[config.mk]
export PLATFORM = sky130hd
export DESIGN_NAME = irq_pend_ctrl
export DESIGN_NICKNAME = d
export VERILOG_FILES = /design/src/rtl/irq_pkg.sv /design/src/rtl/irq_req_dec.sv /design/src/rtl/irq_timer.sv /design/src/rtl/irq_pend_vec.sv /design/src/rtl/irq_gate.sv /design/src/rtl/irq_pend_ctrl.sv
export SDC_FILE = /design/constraint.sdc
export NUM_CORES = 1
export LEC_CHECK = 0
export ABC_AREA = 1
export CORE_UTILIZATION = 50
export DETAILED_ROUTE_END_ITERATION = 7
export GPL_TIMING_DRIVEN = 0
export PLACE_DENSITY = 0.85
export SLEW_MARGIN = 5
export SYNTH_ARGS = -nofsm -noshare
export SYNTH_HDL_FRONTEND = slang
export SYNTH_SLANG_ARGS = --single-unit
[constraint.sdc]
create_clock -name clk_i -period 3.07 [get_ports clk_i]
set_input_delay 0.614 -clock clk_i [delete_from_list [all_inputs] [get_ports clk_i]]
set_output_delay 0.614 -clock clk_i [all_outputs]
set_load 0.05 [all_outputs]
[src/rtl/irq_pkg.sv]
package irq_pkg;
  localparam int unsigned NUM_LVL = 8;
  localparam int unsigned LVL_W   = $clog2(NUM_LVL);
  typedef logic [NUM_LVL-1:0] lvl_vec_t;
endpackage

[src/rtl/irq_req_dec.sv]
module irq_req_dec
  import irq_pkg::*;
#(
  parameter int unsigned NUM_W = 4
) (
  input  logic             vld_i,
  input  logic [NUM_W-1:0] num_i,
  output lvl_vec_t         mask_o,
  output logic             bad_o
);
  for (genvar i = 0; i < NUM_LVL; i++) begin : g_dec
    assign mask_o[i] = vld_i && (num_i == NUM_W'(i));
  end

  if (NUM_W > LVL_W) begin : g_range
    assign bad_o = vld_i && (num_i >= NUM_W'(NUM_LVL));
  end else begin : g_norange
    assign bad_o = 1'b0;
  end
endmodule

[src/rtl/irq_timer.sv]
module irq_timer #(
  parameter int unsigned CNT_W = 16
) (
  input  logic             clk_i,
  input  logic             rst_ni,
  input  logic             cmp_we_i,
  input  logic [CNT_W-1:0] cmp_wdata_i,
  output logic [CNT_W-1:0] cnt_o,
  output logic             hit_o
);
  logic [CNT_W-1:0] cnt_q, cmp_q;

  always_ff @(posedge clk_i or negedge rst_ni) begin
    if (!rst_ni) begin
      cnt_q <= '0;
      cmp_q <= '0;
    end else begin
      cnt_q <= cnt_q + 1'b1;
      if (cmp_we_i) cmp_q <= cmp_wdata_i;
    end
  end

  // zero count never matches
  assign hit_o = (cmp_q == cnt_q) && (cnt_q != '0);
  assign cnt_o = cnt_q;

  assert_cnt_step_R10: assert property (@(posedge clk_i) disable iff (!rst_ni)
    1'b1 |=> cnt_q == CNT_W'($past(cnt_q) + 1'b1));
  assert_cmp_load_R13: assert property (@(posedge clk_i) disable iff (!rst_ni)
    cmp_we_i |=> cmp_q == $past(cmp_wdata_i));
  assert_zero_nohit_R12: assert property (@(posedge clk_i) disable iff (!rst_ni)
    (cnt_q == '0) |-> !hit_o);
endmodule

[src/rtl/irq_pend_vec.sv]
module irq_pend_vec
  import irq_pkg::*;
(
  input  logic     clk_i,
  input  logic     rst_ni,
  input  lvl_vec_t set_i,
  input  lvl_vec_t clr_i,
  input  logic     clr_all_i,
  input  logic     bad_i,
  output lvl_vec_t ip_o,
  output logic     err_o
);
  lvl_vec_t ip_q, ip_d;
  logic     err_q;

  always_comb begin
    if (clr_all_i) ip_d = '0;
    else           ip_d = (ip_q & ~clr_i) | set_i;  // set beats clear
  end

  always_ff @(posedge clk_i or negedge rst_ni) begin
    if (!rst_ni) begin
      ip_q  <= '0;
      err_q <= 1'b0;
    end else begin
      ip_q  <= ip_d;
      err_q <= bad_i;
    end
  end

  assign ip_o  = ip_q;
  assign err_o = err_q;

  assert_clr_all_R4: assert property (@(posedge clk_i) disable iff (!rst_ni)
    clr_all_i |=> ip_q == '0);
  assert_set_wins_R5: assert property (@(posedge clk_i) disable iff (!rst_ni)
    (((set_i & clr_i) != '0) && !clr_all_i) |=>
      ((ip_q & $past(set_i & clr_i)) == $past(set_i & clr_i)));
  assert_idle_hold_R6: assert property (@(posedge clk_i) disable iff (!rst_ni)
    (set_i == '0 && clr_i == '0 && !clr_all_i) |=> $stable(ip_q));
  assert_err_pulse_R6: assert property (@(posedge clk_i) disable iff (!rst_ni)
    bad_i |=> err_q);
endmodule

[src/rtl/irq_gate.sv]
module irq_gate
  import irq_pkg::*;
(
  input  logic     ie_i,
  input  logic     erl_i,
  input  logic     exl_i,
  input  lvl_vec_t im_i,
  input  lvl_vec_t ip_i,
  output logic     irq_o,
  output logic     any_o
);
  logic allow;

  assign allow = ie_i && !erl_i && !exl_i;
  assign irq_o = allow && |(im_i & ip_i);
  assign any_o = |ip_i;

  always_comb begin
    assert_gate_R7: assert (!irq_o || (ie_i && !erl_i && !exl_i));
    assert_mask_R8: assert (((im_i & ip_i) != '0) || !irq_o);
  end
endmodule

[src/rtl/irq_pend_ctrl.sv]
module irq_pend_ctrl
  import irq_pkg::*;
#(
  parameter int unsigned NUM_W = 4,
  parameter int unsigned CNT_W = 16
) (
  input  logic             clk_i,
  input  logic             rst_ni,
  input  logic             post_i,
  input  logic [NUM_W-1:0] post_num_i,
  input  logic             clr_i,
  input  logic [NUM_W-1:0] clr_num_i,
  input  logic             clr_all_i,
  input  logic             cmp_we_i,
  input  logic [CNT_W-1:0] cmp_wdata_i,
  input  logic [2:0]       tmr_sel_i,
  input  logic             ie_i,
  input  logic             erl_i,
  input  logic             exl_i,
  input  logic [7:0]       im_i,
  output logic [7:0]       ip_o,
  output logic             irq_o,
  output logic             pend_any_o,
  output logic             err_o,
  output logic [CNT_W-1:0] count_o
);
  lvl_vec_t post_mask, clr_mask, tmr_mask, set_mask, ip;
  logic     post_bad, clr_bad, hit;

  irq_req_dec #(.NUM_W(NUM_W)) u_post_dec (
    .vld_i(post_i), .num_i(post_num_i), .mask_o(post_mask), .bad_o(post_bad));
  irq_req_dec #(.NUM_W(NUM_W)) u_clr_dec (
    .vld_i(clr_i), .num_i(clr_num_i), .mask_o(clr_mask), .bad_o(clr_bad));

  irq_timer #(.CNT_W(CNT_W)) u_timer (
    .clk_i, .rst_ni, .cmp_we_i, .cmp_wdata_i, .cnt_o(count_o), .hit_o(hit));

  for (genvar i = 0; i < NUM_LVL; i++) begin : g_tmr
    assign tmr_mask[i] = hit && (tmr_sel_i == LVL_W'(i));
  end

  assign set_mask = post_mask | tmr_mask;

  irq_pend_vec u_pend (
    .clk_i, .rst_ni, .set_i(set_mask), .clr_i(clr_mask), .clr_all_i,
    .bad_i(post_bad | clr_bad), .ip_o(ip), .err_o);

  irq_gate u_gate (
    .ie_i, .erl_i, .exl_i, .im_i, .ip_i(ip), .irq_o, .any_o(pend_any_o));

  assign ip_o = ip;

  assert_timer_set_R11: assert property (@(posedge clk_i) disable iff (!rst_ni)
    (hit && !clr_all_i) |=> ip_o[$past(tmr_sel_i)]);
  assert_post_set_R2: assert property (@(posedge clk_i) disable iff (!rst_ni)
    (post_i && !post_bad && !clr_all_i) |=> ip_o[LVL_W'($past(post_num_i))]);
  assert_bad_post_R6: assert property (@(posedge clk_i) disable iff (!rst_ni)
    (post_bad && !clr_i && !hit && !clr_all_i) |=> $stable(ip_o));
endmodule

Yosys cells after proc, flatten, opt, wreduce, memory -nomap -nowiden:

Index checks and enable logic that the tools add are counted.

* equal/unequal tests: 22
* $add $sub $neg: 1
* mux-type cells: 1
* reductions and logical operators: 38
* magnitude comparators: 2
* multiply operators: 0
* divide/modulo/power cells: 0
* shifts and indexed selects: 0
* bitwise operators: 6

Operator list (count)
* $eq 4x3->1 const B: 8
* $logic_and 1x1->1: 30
* $add 16x1->16 const B: 1
* $and 8x8->8: 2
* $eq 16x16->1: 1
* $eq 4x2->1 const B: 4
* $or 8x8->8: 2
* $reduce_bool 16->1: 1
* $reduce_or 8->1: 2
* $eq 3x3->1 const B: 4
* $eq 4x1->1 const B: 2
* $ge 4x4->1 const B: 2
* $logic_not 4->1: 2
* $mux 8: 1
* $not 8->8: 1
* $eq 3x2->1 const B: 2
* $eq 3x1->1 const B: 1
* $logic_not 3->1: 1
* $logic_not 1->1: 2
* $or 1x1->1: 1

* memory bits (writable): 0
* register bits after elaboration: 41
* memories: 0
* output and inout bits: 27
* bits in read-only memories: 0
* latch bits: 0

Logic depth before layout (Yosys ltp):

* depth after elaboration: 6
* mapped depth: 9
* mapped depth without buffers: 9

Cells and area by module:

From an unflattened synthesis, not the netlist that was laid out.

* cells, all modules: 333
* area total of the unflattened synthesis: 2416.1 µm²

By module, submodules not included
* irq_timer: area each 1636.6 µm², instances 1, cells an instance 195
* irq_pend_vec: area each 396.6 µm², instances 1, cells an instance 42
* irq_req_dec: area each 77.6 µm², instances 2, cells an instance 20
* irq_pend_ctrl: area each 141.4 µm², instances 1, cells an instance 34
* irq_gate: area each 86.3 µm², instances 1, cells an instance 22

Worst setup path before layout:

No wires, ideal clock.

* path type: input-to-output
* from: in erl_i
* to: out irq_o
* slack: 0.619 ns
* data arrival time: 1.837 ns
* stages on the path: 2
* cell sequence: or3b_2 > a21oi_1

* word-level cells in the longest chain between the ends: 4

Ends and longest elaborated chain
* from (decl): RTL line irq_pend_ctrl.sv:18 `input logic erl_i,`
* $logic_not 1->1: RTL line irq_gate.sv:14 `assign allow = ie_i && !erl_i && !exl_i;`
* $logic_and 1x1->1 (2 in a row): RTL line irq_gate.sv:14
* $logic_and 1x1->1: RTL line irq_gate.sv:15 `assign irq_o = allow && |(im_i & ip_i);`
* to (decl): RTL line irq_pend_ctrl.sv:22 `output logic irq_o,`

No other way between the ends.

Worst setup path in the final report:

* from: in ie_i
* to: out irq_o

* word-level cells in the longest chain between the ends: 3

Ends and longest elaborated chain
* from (decl): RTL line irq_pend_ctrl.sv:17 `input logic ie_i,`
* $logic_and 1x1->1 (2 in a row): RTL line irq_gate.sv:14
* $logic_and 1x1->1: RTL line irq_gate.sv:15

No other way between the ends.

==> run_results.csv <==
group,metric,value,unit
status,status,"finished clean",
clock_network,htree_num_levels,2,
synth,synth.most_common_cell,"nand2_1",
flow_run,maxCapViolCount,0,
setup_path,crit_type,"primary input to output pin",
global_route,grt_start_max_net_pins,23,
clock_network,cts_setup_buffers,0,
setup_path,rr_worst_depth,9,
synth,synth_cell_types,29,
synth,synthesis.nets,332,
synth,syn-mean-instance-area,7.86,um2
setup_path,cp.required,2.46,ns
placement,gp_congestion,0.901,
global_route,overflow,0,
setup_path,endpoint,"irq_o",
sta,fmax,379,MHz
synth,synth_warnings,0,
floorplanning,initial_core_util,0.520,
pwr,p_leak,1.43,nW
floorplanning,ioPinCount,71,
floorplanning,row_count,24,
setup_path,r2r_start,"u_timer.cnt_o[0]",
synth,synth_top_cell_by_area,"dfrtp_1",
sta,slew_viol_final,0,
sta,finalSetupViolCount,0,
global_route,antenna_found_initial,0,
layout,final_cell_area,3100,um2
synth,netlist_top_cells_count,"nand2_1 (87), dfrtp_1 (41), inv_1 (33)",
detailed_routing,vias_per_cell,5.07,
clock_network,insertion_delay,0.30,ns
synth,ys_seq_area_frac,0.457,
sta,fin_crit,2.64,ns
clock_network,ctsHoldBuffers,0,
synth,syn_inst,286,
global_route,grt_pass1_vias,2154,
synth,ys_top_cells_by_area,"dfrtp_1 (46%), nand2_1 (15%), inv_1 (5.5%), nor2_1 (5.0%), a21oi_1 (4.0%)",
floorplanning,die_h,69.0,um
detailed_routing,ant_nets,0,
sta,final-hold-violation-count,0,
layout,nFillCells,347,
clock_network,clk_pin_slew,0.08,ns
setup_path,crit_path_end_kind,"output pin",
global_route,grt_pass1_wl,9.43,mm
synth,synth.top_cell.area_share,0.457,
clock_network,tritoncts,"built",
clock_network,cts_sinks,41,
pwr,total_power,1.11,mW
setup_path,cp_max_fo,1,
setup_path,cp.arrival,2.02,ns
detailed_routing,vias,2106,
setup_path,cpPeakStageDelay,0.45,ns
synth,ys_ff_latch,41,
detailed_routing,drt-total-wl,5.33,mm
floorplanning,coreArea,4320,um2
synth,synth_edf_count,0,
layout,utilization,0.718,
layout,final_cells,415,
sta,rsz0062_at_grt,"false",
sta,max-slew-margin-rel,0.659,
sta,worstMarginPinSlew,0.510,ns
placement,dp_slack,0.0435,ns
sta,fin_crit_sh,0.859,
detailed_routing,first_pass_iters,6,
placement,post-place-cells,407,
pwr,power_density,358,nW/um2
worst_hold_path,hold_class,"primary input to asynchronous set/reset pin",
setup_path,critPathLaunchType,"primary input",
setup_path,r2r_setup_slack,1.49,ns
setup_path,slowest_stage,"clkdlybuf4s50_1",
sta,finClkSkew,0.0101,ns
sta,whs,0.276,ns
clock_network,clockRootBuffer,"clkbuf_8",
floorplanning,die_w,69.0,um
sta,fin_tns_setup,0,ns
layout,n_antenna_cell,0,
synth,syn_area,2250,um2
floorplanning,die-area,4770,um2
layout,area_delta_synth_final,38.1,%
sta,fin_ws,0.432,ns
pwr,peakVddDrop,0.000330,V
global_route,grt_use_total,0.245,
layout,drive_gt1_frac,0.0826,
placement,place.port_buffers,68,
placement,post_dp_cell_area,3020,um2
clock_network,numCtsBuffers,5,
layout,fin_nets,408,
setup_path,r2r-end,"u_pend.ip_o[1]",
clock_network,cts.path.max_buffers,2,
detailed_routing,drt_iter0_drc,95,
detailed_routing,drc_errors,0,
setup_path,cp_cell_sequence,"clkdlybuf4s50_1, or3b_2, a21oi_1, dlymetal6s2s_1",
synth,synth_ff_type,"dfrtp_1",
detailed_routing,wl_per_cell,12.8,um
setup_path,crit_start,"ie_i",
synth,async_reset_ff_frac,1.00,
placement,place_hpwl,4.18,mm
## worst min-delay path by stage
stage	from	cells after the start	to
2_1_floorplan	rst_ni	0	u_pend.err_o
5_1_grt	rst_ni	1	u_timer.cmp_q[13]
6_report	rst_ni	1	u_pend.err_o
3_3_place_gp	u_timer.cmp_q[1]	1	u_timer.cmp_q[1]
4_1_cts	rst_ni	1	u_pend.ip_o[3]
3_5_place_dp	u_timer.cnt_o[14]	1	u_timer.cnt_o[14]
## flip-flops by register name, summed over array words and instances, names as in the netlist
| register | flops |
|---|---|
| u_pend.ip_o | 8 |
| u_timer.cmp_q | 16 |
| u_timer.cnt_o | 16 |
| u_pend.err_o | 1 |
## area by class of cell
cell class	count	area [um2]	area share
Buffer	5	27.5	0.00887
Clock inverter	3	17.5	0.00564
Sequential cell	41	1030	0.331
Clock buffer	5	68.8	0.0222
Multi-Input combinational cell	204	1060	0.341
Timing Repair Buffer	69	706	0.227
Tap cell	52	65.1	0.0210
Inverter	36	135	0.0435
## cells by family (layout without fill, tap and decap cells)
family	count (synthesis)	count (layout)	synth area share
flops	41	41	0.457
mux	7	7	0.0351
fa+ha+maj	2	2	0.0111
compound gates	33	33	0.0780
xor+xnor	17	17	0.0663
simple gates	145	145	0.281
buf+inv	41	118	0.0724
## per-layer routing
layer / up-vias / global-route usage / share of wire
met3: 9 / 0.0629 / 0.062
met1: 981 / 0.303 / 0.43
met2: 67 / 0.413 / 0.49
met5: - / 0 / 0
met4: 0 / 0.0907 / 0.019
li1: 1049 / - / -
## power by group
part           switching [mW]  total (mW)  internal, mW  leakage, nW
registers              0.0154       0.578         0.563        0.523
clock network           0.194       0.351         0.157       0.0439
logic                  0.0898       0.183        0.0931        0.859
total                   0.299        1.11         0.813         1.43
## layout by cell type (no fill, tap or decap), types with 2 or more instances in the layout
| master | Yosys | final |
|---|---|---|
| nor4_1 | 2 | 2 |
| nand2_2 | 2 | 2 |
| clkbuf_8 | 0 | 5 |
| xor2_1 | 7 | 7 |
| nor2_1 | 30 | 30 |
| ha_1 | 2 | 2 |
| buf_2 | 1 | 2 |
| o21ai_0 | 11 | 11 |
| clkbuf_1 | 2 | 2 |
| xnor2_1 | 10 | 10 |
| nand3_1 | 6 | 6 |
| inv_2 | 3 | 3 |
| mux2_2 | 7 | 7 |
| nand2_1 | 87 | 87 |
| clkinv_2 | 0 | 2 |
| a221oi_1 | 2 | 2 |
| a21oi_1 | 18 | 18 |
| dfrtp_1 | 41 | 41 |
| clkdlybuf4s50_1 | 0 | 66 |
| nor3_1 | 11 | 11 |
| inv_1 | 33 | 33 |
## critical path: cells and delay by family
family | cells | cell delay, ns
AOI/OAI and AO/OA | 1 | 0.11
and+or+nand+nor | 1 | 0.43
buffers and inverters | 2 | 0.88
## repair_timing
item	4_1_cts	5_1_grt
hold endpoints to repair	0	0
endpoints found under the setup margin	0	1
gates resized for setup	0	1
No activity file was read; power rests on OpenSTA's default activity.
